`config.mk`:
```
export PLATFORM = sky130hd
export DESIGN_NAME = counterGate
export DESIGN_NICKNAME = d
export VERILOG_FILES = /design/src/rtl/counterGatePkg.sv /design/src/rtl/counterGateDp.sv /design/src/rtl/counterGateCtl.sv /design/src/rtl/counterGate.sv
export SDC_FILE = /design/constraint.sdc
export NUM_CORES = 1
export LEC_CHECK = 0
export BUFFER_PORTS_ARGS = -buffer_cell sky130_fd_sc_hd__buf_2
export CORE_ASPECT_RATIO = 2
export CORE_MARGIN = 3
export CORE_UTILIZATION = 36
export CTS_BUF_LIST = sky130_fd_sc_hd__clkbuf_4
export DETAILED_ROUTE_END_ITERATION = 16
export PLACE_DENSITY = 0.86
export SKIP_CTS_REPAIR_TIMING = 1
export SLEW_MARGIN = 0
export SYNTH_ARGS = -nofsm -noshare
export SYNTH_HDL_FRONTEND = slang
export SYNTH_HIERARCHICAL = 1
export SYNTH_SLANG_ARGS = --single-unit
```
`constraint.sdc`:
```
create_clock -name clk -period 0.8 [get_ports clk]
set_input_delay 0.04 -clock clk [delete_from_list [all_inputs] [get_ports clk]]
set_output_delay 0.04 -clock clk [all_outputs]
set_load 0.05 [all_outputs]
```
`src/rtl/counterGatePkg.sv`:
```
package counterGatePkg;

  typedef enum logic [1:0] {
    VERD_OK   = 2'b00,
    VERD_ILL  = 2'b01,
    VERD_VIRT = 2'b10
  } verdict_e;

  localparam logic [1:0] PRIV_U = 2'd0;
  localparam logic [1:0] PRIV_S = 2'd1;
  localparam logic [1:0] PRIV_M = 2'd3;

  // raw per-request facts produced by the datapath
  typedef struct packed {
    logic noCtr;
    logic pmuFail;
    logic mClr;
    logic hClr;
    logic sClr;
  } chkFlags_t;

  // strobes from control back to the datapath
  typedef struct packed {
    logic     load;
    logic     noCtr;
    verdict_e verdict;
  } ctlStrobe_t;

endpackage

```
`src/rtl/counterGateDp.sv`:
```
module counterGateDp
  import counterGatePkg::*;
#(
  parameter int ADDR_W    = 12,
  parameter int NUM_CTR   = 32,
  parameter int FIXED_NUM = 3,
  parameter int PMU_W     = 5,
  parameter int CAUSE_W   = 5,
  parameter int CAUSE_ILL = 2,
  parameter int CAUSE_VRT = 22,
  parameter logic [ADDR_W-1:0] LOW_BASE  = 12'hC00,
  parameter logic [ADDR_W-1:0] HIGH_BASE = 12'hC80
) (
  input  logic                clk,
  input  logic                rstN,
  input  logic [ADDR_W-1:0]   csrAddr,
  input  logic                isRv32,
  input  logic [NUM_CTR-1:0]  mEnMask,
  input  logic [NUM_CTR-1:0]  hEnMask,
  input  logic [NUM_CTR-1:0]  sEnMask,
  input  logic [PMU_W-1:0]    pmuCount,
  input  logic [NUM_CTR-1:0]  availMask,
  input  ctlStrobe_t          strobe,
  output chkFlags_t           flags,
  output logic                rspValid,
  output logic [1:0]          rspCode,
  output logic [CAUSE_W-1:0]  rspCause,
  output logic                notCounter
);

  localparam int IDX_W = $clog2(NUM_CTR);
  localparam logic [ADDR_W-1:0]  SPAN    = ADDR_W'(NUM_CTR);
  localparam logic [IDX_W-1:0]   FIX_LIM = IDX_W'(FIXED_NUM);

  logic [ADDR_W-1:0]  offLo, offHi;
  logic               inLow, inHigh, isFixed;
  logic [IDX_W-1:0]   idx;
  logic [NUM_CTR-1:0] oneHot;
  logic               mBit, hBit, sBit, aBit;

  assign offLo  = csrAddr - LOW_BASE;
  assign offHi  = csrAddr - HIGH_BASE;
  assign inLow  = (offLo < SPAN);
  assign inHigh = isRv32 && (offHi < SPAN);
  assign idx    = inLow ? offLo[IDX_W-1:0] : offHi[IDX_W-1:0];

  // one decoded select line per counter position
  for (genvar g = 0; g < NUM_CTR; g++) begin : gSel
    assign oneHot[g] = (idx == IDX_W'(g));
  end

  assign mBit    = |(mEnMask   & oneHot);
  assign hBit    = |(hEnMask   & oneHot);
  assign sBit    = |(sEnMask   & oneHot);
  assign aBit    = |(availMask & oneHot);
  assign isFixed = (idx < FIX_LIM);

  always_comb begin
    flags.noCtr   = !(inLow || inHigh);
    flags.pmuFail = !isFixed && ((pmuCount == '0) || !aBit);
    flags.mClr    = !mBit;
    flags.hClr    = !hBit;
    flags.sClr    = !sBit;
  end

  function automatic logic [CAUSE_W-1:0] causeOf(verdict_e v);
    case (v)
      VERD_ILL:  causeOf = CAUSE_W'(CAUSE_ILL);
      VERD_VIRT: causeOf = CAUSE_W'(CAUSE_VRT);
      default:   causeOf = '0;
    endcase
  endfunction

  always_ff @(posedge clk or negedge rstN) begin
    if (!rstN) begin
      rspValid   <= 1'b0;
      rspCode    <= 2'b00;
      rspCause   <= '0;
      notCounter <= 1'b0;
    end else begin
      rspValid <= strobe.load;
      if (strobe.load) begin
        rspCode    <= strobe.verdict;
        rspCause   <= causeOf(strobe.verdict);
        notCounter <= strobe.noCtr;
      end
    end
  end

endmodule

```
`src/rtl/counterGateCtl.sv`:
```
module counterGateCtl
  import counterGatePkg::*;
(
  input  logic       reqValid,
  input  logic [1:0] privLvl,
  input  logic       virtOn,
  input  logic       hasSExt,
  input  chkFlags_t  flags,
  output ctlStrobe_t strobe
);

  logic belowM, guestRun, userRun;

  assign belowM   = (privLvl != PRIV_M);
  assign guestRun = virtOn && belowM;
  assign userRun  = (privLvl == PRIV_U);

  // first failing check wins
  always_comb begin
    strobe.load  = reqValid;
    strobe.noCtr = flags.noCtr;
    if (flags.noCtr)                          strobe.verdict = VERD_OK;
    else if (flags.pmuFail)                   strobe.verdict = VERD_ILL;
    else if (!belowM)                         strobe.verdict = VERD_OK;
    else if (flags.mClr)                      strobe.verdict = VERD_ILL;
    else if (guestRun && flags.hClr)          strobe.verdict = VERD_VIRT;
    else if (hasSExt && userRun && flags.sClr)
      strobe.verdict = guestRun ? VERD_VIRT : VERD_ILL;
    else                                      strobe.verdict = VERD_OK;
  end

endmodule

```
`src/rtl/counterGate.sv`:
```
module counterGate
  import counterGatePkg::*;
#(
  parameter int ADDR_W  = 12,
  parameter int NUM_CTR = 32,
  parameter int PMU_W   = 5,
  parameter int CAUSE_W = 5
) (
  input  logic               clk,
  input  logic               rstN,
  input  logic               reqValid,
  input  logic [ADDR_W-1:0]  csrAddr,
  input  logic [1:0]         privLvl,
  input  logic               virtOn,
  input  logic               isRv32,
  input  logic               hasSExt,
  input  logic [NUM_CTR-1:0] mEnMask,
  input  logic [NUM_CTR-1:0] hEnMask,
  input  logic [NUM_CTR-1:0] sEnMask,
  input  logic [PMU_W-1:0]   pmuCount,
  input  logic [NUM_CTR-1:0] availMask,
  output logic               rspValid,
  output logic [1:0]         rspCode,
  output logic [CAUSE_W-1:0] rspCause,
  output logic               notCounter
);

  chkFlags_t  flags;
  ctlStrobe_t strobe;

  counterGateDp #(
    .ADDR_W (ADDR_W),
    .NUM_CTR(NUM_CTR),
    .PMU_W  (PMU_W),
    .CAUSE_W(CAUSE_W)
  ) u_dp (
    .clk       (clk),
    .rstN      (rstN),
    .csrAddr   (csrAddr),
    .isRv32    (isRv32),
    .mEnMask   (mEnMask),
    .hEnMask   (hEnMask),
    .sEnMask   (sEnMask),
    .pmuCount  (pmuCount),
    .availMask (availMask),
    .strobe    (strobe),
    .flags     (flags),
    .rspValid  (rspValid),
    .rspCode   (rspCode),
    .rspCause  (rspCause),
    .notCounter(notCounter)
  );

  counterGateCtl u_ctl (
    .reqValid(reqValid),
    .privLvl (privLvl),
    .virtOn  (virtOn),
    .hasSExt (hasSExt),
    .flags   (flags),
    .strobe  (strobe)
  );

endmodule

```
# --- Word level (Yosys, flattened, before mapping) ---
# Cells that the tools add are included.
# Widths: inputs -> output; s select.
word_totals:
  input_bits: 153
  wordCells: 76
  output_inout_bits: 9
  register_bits: 9
op_classes:
  order_cmp: 3
  n_reduce_logical: 20
  eq_ne: 34
  n_mux: 9
  bitwise: 4
  n_addsub: 2
op_table:
  columns: ["operator", "count"]
  rows:
  - ["$and 32x32->32", 4]
  - ["$reduce_or 32->1", 4]
  - ["$eq 5x5->1 const B", 16]
  - ["$eq 5x4->1 const B", 8]
  - ["$lt 12x6->1 const B", 2]
  - ["$sub 12x12->12 const B", 2]
  - ["$eq 5x3->1 const B", 4]
  - ["$mux 2", 7]
  - ["$eq 5x2->1 const B", 2]
  - ["$logic_not 5->1", 2]
  - ["$pmux 5 s2", 1]
  - ["$logic_and 1x1->1", 6]
  - ["$eq 5x1->1 const B", 1]
  - ["$logic_not 1->1", 5]
  - ["$lt 5x2->1 const B", 1]
  - ["$mux 5", 1]
  - ["$eq 2x1->1 const B", 1]
  - ["$eq 2x2->1 const B", 1]
  - ["$logic_not 2->1", 1]
  - ["$logic_or 1x1->1", 2]
  - ["$ne 2x2->1 const B", 1]

# --- Longest topological paths before layout ---
# Gate-level depths: netlist of run 1.
depth:
  ltp_word: 16
  depth_mapped: 14
  mapped_depth_nobuf: 11

# --- Cells and area by module ---
# The synthesis of run 1 kept the hierarchy.
by_module_without_submodules:
  columns: ["module", "n_inst", "cells_each", "area_each_um2"]
  rows:
  - ["counterGateDp", 1, 224, 1786.7]
  - ["counterGateCtl", 1, 11, 73.8]

# --- Worst setup path after synthesis of run 1 ---
# Ideal clock, no wire load.
synth_timing:
  path_type: "input port to flip-flop"
  start: "input csrAddr[2]"
  end: "register u_dp.rspCause[2]"
  arrival_ns: 2.108
  slack_ns: -1.433
  path_stages: 13
  path_cell_list: "buf_4 buf_4 buf_6 a22o_1 a221oi_1 nand2_1 a311oi_1 and4bb_2 a21oi_1 o22ai_1 inv_1 ha_1 mux2_2"
synth_rtl:
  columns: ["element", "line", "text"]
  rows:
  - ["start, declared", "counterGate.sv:12", "input logic [ADDR_W-1:0] csrAddr,"]
  - ["end signal, assigned", "counterGateDp.sv:84", "rspCause <= causeOf(strobe.verdict);"]
  - ["end, declared", "counterGateDp.sv:27", "output logic [CAUSE_W-1:0] rspCause,"]

==> results of run 1 <==
[layout make-up]
cell class	count	area, µm²	area share [%]
multi-input combinational	192	1690	48.0
inverter	11	46.3	1.32
tap	57	71.3	2.03
sequential	6	150	4.27
timing repair buffer	229	1540	43.7
clock buffer	3	22.5	0.640
[routing by layer]
| layer | share of wire [%] | vias to the layer above |
|---|---|---|
| met5 | 0 | - |
| met4 | 4.5 | 0 |
| met3 | 6.3 | 33 |
| met2 | 58 | 159 |
| met1 | 31 | 1425 |
| li1 | - | 1342 |
[placed cells by master, fill, tap and decap left out, types with 5 or more instances in the layout]
cell        n
buf_2     145
nor3b_1     8
nand3b_1    6
dfrtp_1     6
nand3_1     7
inv_1       8
a32oi_1     7
nor2_1      6
buf_6      17
mux2_4      5
and3_1      6
mux2_2      5
a22o_1      6
nand2_1    17
mux2i_1    10
mux4_2      5
buf_4      55
nor2b_1     7
a31oi_1     5
[power groups by stage]
stage / Sequential, W / Clock [W] / Combinational (W)
4_1_cts: 0.000311 / 0.000299 / 0.00143
6_report: 0.000312 / 0.000297 / 0.00171
5_1_grt: 0.000312 / 0.000312 / 0.00181
3_5_place_dp: 0.000316 / 0 / 0.00143
2_1_floorplan: 0.000332 / 0 / 0.000704
3_3_place_gp: 0.000315 / 0 / 0.00140
[logic make-up (layout without fill, tap and decap cells)]
family	Yosys count	after routing	synth area share, %
xor gates and xnor gates	1	1	0.471
other	1	2	0.202
AOI/OAI and AO/OA	75	75	31.4
buffers and inverters	38	243	11.9
DFF	6	6	8.07
muxes	29	29	20.2
and+or+nand+nor	83	83	26.4
adders and majority gates	2	2	1.34
[state kept, by name, summed over array words and instances (netlist names)]
register and count:
u_dp/rspValid 1, u_dp/rspCause 2, u_dp/rspCode 2, u_dp/notCounter 1
[worst max-delay path by stage]
stage,cells after the start,start,slack (ns),endpoint
final,13,csrAddr[4],-1.33,u_dp/rspCause[2]
after floorplan,12,csrAddr[0],-1.39,u_dp/rspCause[2]
after global placement,11,csrAddr[0],-1.70,u_dp/rspCause[2]
after global routing,13,csrAddr[0],-1.38,u_dp/rspCause[2]
after CTS,12,csrAddr[0],-1.57,u_dp/rspCause[2]
after detailed placement,12,csrAddr[0],-1.84,u_dp/rspCause[2]
[critical path, cell delays in order]
cell      delay (ns)
clkbuf_4        0.16
buf_6           0.13
buf_6           0.16
nor3b_1         0.07
o211ai_1        0.24
o311a_1         0.21
nand4_1         0.12
o31ai_2         0.32
inv_1           0.12
o22ai_2         0.21
inv_2           0.07
ha_4            0.15
mux2_4          0.25
[per-stage QoR]
stage | setup TNS [ns] | util (%) | setup WS [ns]
floorplan | -5.29 | - | -1.39
detailed placement | -7.25 | 61.4 | -1.84
finish | -5.51 | 71.0 | -1.33
global route | -5.92 | 71.0 | -1.38
global placement | -6.74 | 61.4 | -1.70
CTS | -6.76 | 61.8 | -1.57
==> flow_summary_export.csv, run 1 <==
group,metric,value,unit
synthesis,yosys.area.top_type,"dfrtp_1",
placed_design,dpl-instance-area,0.00304,mm²
placed_design,gp_congestion,0.926,
grt,grt_max_degree,19,
critical_path,start_kind,"primary input",
synthesis,avgSynthCellArea,7.92,µm²
hold_path,hold_path_end,"u_dp/rspValid",
timing,grt_setup_unrepaired,"yes",
detailed_routing,num_vias,2959,
final_layout,fin_cells,498,
clocking,cts_sinks,6,
detailed_routing,drt-total-wl,9.92,mm
grt,grt_pass1_wl,13.5,mm
floorplan,dieWidth,56.8,µm
clocking,clkTransAtPathRegs,0.05,ns
clocking,htree_num_levels,1,
floorplan,ios,162,
floorplan,die_area,0.00612,mm²
timing,fin_crit,2.13,ns
detailed_routing,via_per_inst,5.94,
final_layout,drive_gt1_share,64.9,%
placed_design,port_buffers,159,
final_layout,antenna_cells,0,
synthesis,synth_top_area_share,8.07,%
clocking,cts_max_path_buffers,2,
power_and_ir_drop,vdd_drop_max,732,µV
final_layout,nets,598,
grt,overflow,0,
synthesis,ys_types,61,
power_and_ir_drop,power.share.combinational,73.7,%
detailed_routing,drc_errors,0,
critical_path,cp-end-kind,"flip-flop",
critical_path,cp_max_fo,13,
placed_design,dpl.hpwl,7.80,mm
timing,finalHoldViolations,0,
critical_path,r2r_slack,-0.14,ns
synthesis,yosysMostFrequentCell,"nand2_1",
synthesis,seq_area_frac_synth,8.07,%
timing,final-setup-viol-count,12,
run,drv_cap,0,
run_status,status,"finished with violations",
power_and_ir_drop,clkPwrFrac,12.8,%
synthesis,synthTopCellsByArea,"dfrtp_1 (8.1%), mux4_2 (6.1%), mux2i_1 (5.9%)",
final_layout,area.growth.synth_to_final,89.1,%
critical_path,reg2reg_depth,2,
grt,grt_pass1_vias,3022,
power_and_ir_drop,swShare,39.3,%
hold_path,hold_start,"reqValid",
detailed_routing,ant_nets,0,
floorplan,core,0.00495,mm²
detailed_routing,avgRoutedWirePerCell,19.9,µm
power_and_ir_drop,p_int,0.00141,W
power_and_ir_drop,power_per_cell_area,659,mW/mm²
synthesis,synthTopCellsByCount,"nand2_1 (17), buf_4 (12), inv_1 (11), mux2i_1 (11)",
clocking,insertion_delay,0.25,ns
critical_path,reg2reg_from,"u_dp/rspCause[2]",
timing,min_period_over_period,267,%
grt,track_usage,28.0,%
placed_design,dpl.cell_count,484,
synthesis,synth-edff-count,0,
grt,busiest_layer,"met2",
timing,hold_ws,0.0168,ns
critical_path,worstPathRequired,0.94,ns
final_layout,fillCellCount,386,
detailed_routing,first_iter_violations,130,
synthesis,syn_inst,235,
floorplan,initial_utilization,37.6,%
hold_path,holdPathStages,1,
synthesis,ys_warn_count,6,
critical_path,crit_type,"in -> reg",
clocking,cts_tree,"yes",
timing,setup_slack,-1.33,ns
power_and_ir_drop,p_sw,0.000910,W
synthesis,synthArstFlopShare,100,%
grt,met2_usage,55.5,%
hold_path,worstHoldPathType,"in -> reg",
power_and_ir_drop,power,0.00232,W
critical_path,arrival,2.27,ns
power_and_ir_drop,seq_power_share,13.5,%
clocking,root_buffer,"clkbuf_4",
grt,use_met3,3.00,%
synthesis,synth_seq_cells,6,
synthesis,ys.flop_type,"dfrtp_1",
floorplan,rows,36,
floorplan,chipHeight,108,µm
detailed_routing,firstDrtPassIters,4,
run_status,violations,"setup timing",
clocking,cts_made_buffers,3,
power_and_ir_drop,leakage,1.72,nW
timing,maxSlewViolCount,0,
grt,met1_usage,27.0,%
final_layout,stdcell_area,0.00352,mm²
timing,skew,0,ns
grt,antenna_found_initial,0,
synthesis,syn_area,0.00186,mm²
critical_path,reg2reg_to,"u_dp/rspCause[2]",
timing,max_freq,469,MHz
Note: power is estimated with default switching activity, not from simulation.
==> run 2, diff against run 1 <==
--- a/config.mk
+++ b/config.mk
@@ -5,15 +5,15 @@
 export SDC_FILE = /design/constraint.sdc
 export NUM_CORES = 1
 export LEC_CHECK = 0
+export ABC_AREA = 1
 export BUFFER_PORTS_ARGS = -buffer_cell sky130_fd_sc_hd__buf_2
 export CORE_ASPECT_RATIO = 2
 export CORE_MARGIN = 3
-export CORE_UTILIZATION = 36
+export CORE_UTILIZATION = 34
 export CTS_BUF_LIST = sky130_fd_sc_hd__clkbuf_4
 export DETAILED_ROUTE_END_ITERATION = 16
 export PLACE_DENSITY = 0.86
-export SKIP_CTS_REPAIR_TIMING = 1
-export SLEW_MARGIN = 0
+export SLEW_MARGIN = 15
 export SYNTH_ARGS = -nofsm -noshare
 export SYNTH_HDL_FRONTEND = slang
 export SYNTH_HIERARCHICAL = 1
==> run 2 against run 1 <==
Effect of this change: the run still ends with setup timing left; setup slack gained 0.31 ns; routed wire length rose by 2.2%; register-to-register slack improved by 0.13 ns; flip-flop and latch count stayed put; power fell by 6.6%; maximum frequency up 17%.
==> flow_summary_export.csv, run 2 <==
group,metric,value,unit
timing,setup_slack,-1.02,ns
floorplan,initial_utilization,35.9,%
floorplan,rows,34,
synthesis,ys_warn_count,6,
synthesis,synthTopCellsByArea,"nand2_1 (28%), nand3_1 (15%), nand4_1 (13%)",
synthesis,seq_area_frac_synth,9.37,%
clocking,cts_tree,"yes",
detailed_routing,drc_errors,0,
synthesis,synth_top_area_share,28.1,%
critical_path,reg2reg_depth,3,
critical_path,cp_slowest_cell,"ha_1",
synthesis,synthArstFlopShare,100,%
run_status,status,"finished with violations",
floorplan,ios,162,
final_layout,antenna_cells,0,
critical_path,cp_max_fo,5,
synthesis,syn_inst,327,
synthesis,syn_area,0.00160,mm²
final_layout,fillCellCount,322,
detailed_routing,num_vias,3330,
synthesis,ys_types,19,
timing,max_freq,549,MHz
final_layout,nets,699,
grt,grt_max_degree,16,
synthesis,ys.flop_type,"dfrtp_1",
critical_path,crit_path_max_incr_delay,0.28,ns
timing,fin_crit,1.82,ns
synthesis,synth_seq_cells,6,
grt,track_usage,32.0,%
floorplan,core,0.00447,mm²
critical_path,crit_family,"simple AND/OR/NAND/NOR gates",
hold_path,hold_path_end,"u_dp/rspCause[2]",
detailed_routing,ant_nets,0,
run_status,violations,"setup timing",
grt,antenna_found_initial,0,
synthesis,avgSynthCellArea,4.90,µm²
critical_path,path_cells,"buf_6 -> inv_4 -> nor2_1 -> buf_4 -> nand4_1 -> nand2_1 -> nor2_2 -> nand2_2 -> nor2_4 -> nand2_2 -> a21oi_4 -> nor2_4 -> a21oi_2 -> inv_2 -> ha_1 -> o21ai_1",
timing,finalHoldViolations,0,
placed_design,post-place-ws,-1.34,ns
grt,overflow,0,
final_layout,stdcell_area,0.00355,mm²
placed_design,gp_congestion,0.883,
critical_path,crit_type,"in -> reg",
critical_path,r2r_slack,-0.01,ns
final_layout,fin_cells,597,
timing,min_period_over_period,228,%
synthesis,yosys.area.top_type,"nand2_1",
hold_path,worstHoldPathType,"in -> reg",
floorplan,chipHeight,103,µm
power_and_ir_drop,leakage,1.86,nW
final_layout,final_common_cell,"buf_2",
final_layout,largest_registers,"u_dp/rspCause: 2 flops, u_dp/rspCode: 2 flops",
detailed_routing,avgRoutedWirePerCell,17.0,µm
timing,final-setup-viol-count,12,
clocking,cts_max_path_buffers,2,
final_layout,area.growth.synth_to_final,121,%
grt,grt_pass1_vias,3194,
final_layout,final_cell_mix,"buf_2 (145), nand2_1 (104), buf_4 (45)",
final_layout,drive_gt1_share,56.2,%
placed_design,dpl.hpwl,7.21,mm
clocking,insertion_delay,0.26,ns
hold_path,hold_start,"reqValid",
placed_design,dpl.cell_count,573,
hold_path,holdPathStages,3,
floorplan,dieWidth,54.6,µm
synthesis,synth-edff-count,0,
critical_path,worstPathRequired,0.97,ns
grt,grt_pass1_wl,13.6,mm
detailed_routing,first_iter_violations,145,
timing,maxSlewViolCount,0,
critical_path,reg2reg_to,"u_dp/notCounter",
critical_path,reg2reg_from,"u_dp/notCounter",
critical_path,critical_path_buf_inv_count,4,
synthesis,synthTopCellsByCount,"nand2_1 (120), nor2_1 (54), nand3_1 (48), nand4_1 (33), inv_1 (23)",
run,drv_cap,0,
detailed_routing,via_per_inst,5.58,
clocking,htree_num_levels,1,
synthesis,yosysMostFrequentCell,"nand2_1",
critical_path,start_kind,"primary input",
clocking,cts_made_buffers,3,
placed_design,dpl-instance-area,0.00284,mm²
clocking,root_buffer,"clkbuf_4",
detailed_routing,firstDrtPassIters,7,
detailed_routing,drt-total-wl,10.1,mm
clocking,clkTransAtPathRegs,0.07,ns
power_and_ir_drop,power_per_cell_area,610,mW/mm²
floorplan,die_area,0.00562,mm²
timing,tns,-4.20,ns
power_and_ir_drop,vdd_drop_max,573,µV
timing,grt_setup_unrepaired,"yes",
critical_path,cp-end-kind,"flip-flop",
critical_path,arrival,1.99,ns
timing,skew,0,ns
placed_design,port_buffers,159,
clocking,cts_sinks,6,
run 2: changes by cell type after synthesis, sizes merged, moves of 10 or more:
cell	delta
mux2	-13
inv	+12
mux2i	-11
buf	-13
nand4	+29
nor2	+51
nand2	+103
nand3	+40
nor2b	-10
run 2: area by class of cell:
type	count	area [µm²]	share of cell area (%)
inverters	23	119	3.35
well taps	54	67.6	1.91
flip-flops and latches	6	151	4.27
clock buffers	4	30.0	0.847
multi-input cells	286	1650	46.6
repair buffers	224	1520	43.0
run 2: logic make-up after synthesis:
| family | share of synthesized area, % |
|---|---|
| compound gates | 5.39 |
| fa+ha+maj | 1.56 |
| buf+inv | 9.99 |
| flops | 9.37 |
| other cells | 0.234 |
| simple gates | 73.5 |
run 2: what timing repair did:
action,4_1_cts,5_1_grt
hold endpoints to repair,7,0
gates cloned,1,0
setup endpoints to repair,12,12
pin swaps,31,35
resized for setup,101,40
hold buffers,2,0
buffers inserted,11,7
run 2: per-stage QoR:
| step | power (W) | hold WS (ns) | utilization, % |
|---|---|---|---|
| 4_1_cts | 0.00196 | 0.0433 | 74.5 |
| 3_3_place_gp | 0.00136 | -0.136 | 63.6 |
| 3_5_place_dp | 0.00138 | -0.130 | 63.6 |
| 5_1_grt | 0.00228 | 0.0711 | 79.4 |
| 2_1_floorplan | 0.000753 | -0.256 | - |
| 6_report | 0.00216 | 0.0839 | 79.4 |
run 2: where the power goes:
part	switching (W)	internal (W)	total [W]
Clock	0.000145	0.000225	0.000370
Sequential	0.00000644	0.000312	0.000318
Combinational	0.000756	0.000720	0.00148
Total	0.000908	0.00126	0.00216
run 2: per-layer routing:
layer / global-route usage (%) / part of all wire [%] / up-vias
met5: 0 / 0 / -
met4: 24.8 / 7.9 / 0
met3: 6.51 / 8.8 / 77
met2: 57.3 / 52 / 261
met1: 29.4 / 31 / 1460
li1: - / - / 1532
run 2: worst min-delay path, cell delays in order:
cell     delay (ns)
buf_2          0.14
nand2_1        0.09
nand2_1        0.05
run 2: how the worst max path moves through the flow:
stage / startpoint / to / slack, ns / cells after the start
final: csrAddr[3] / u_dp/rspCause[1] / -1.02 / 16
after global routing: csrAddr[3] / u_dp/rspCause[1] / -1.16 / 15
after CTS: csrAddr[0] / u_dp/rspCause[1] / -0.79 / 16
after detailed placement: csrAddr[1] / u_dp/rspCause[1] / -1.34 / 16
after global placement: csrAddr[1] / u_dp/rspCause[1] / -1.26 / 16
after floorplan: csrAddr[4] / u_dp/rspCause[1] / -0.78 / 15
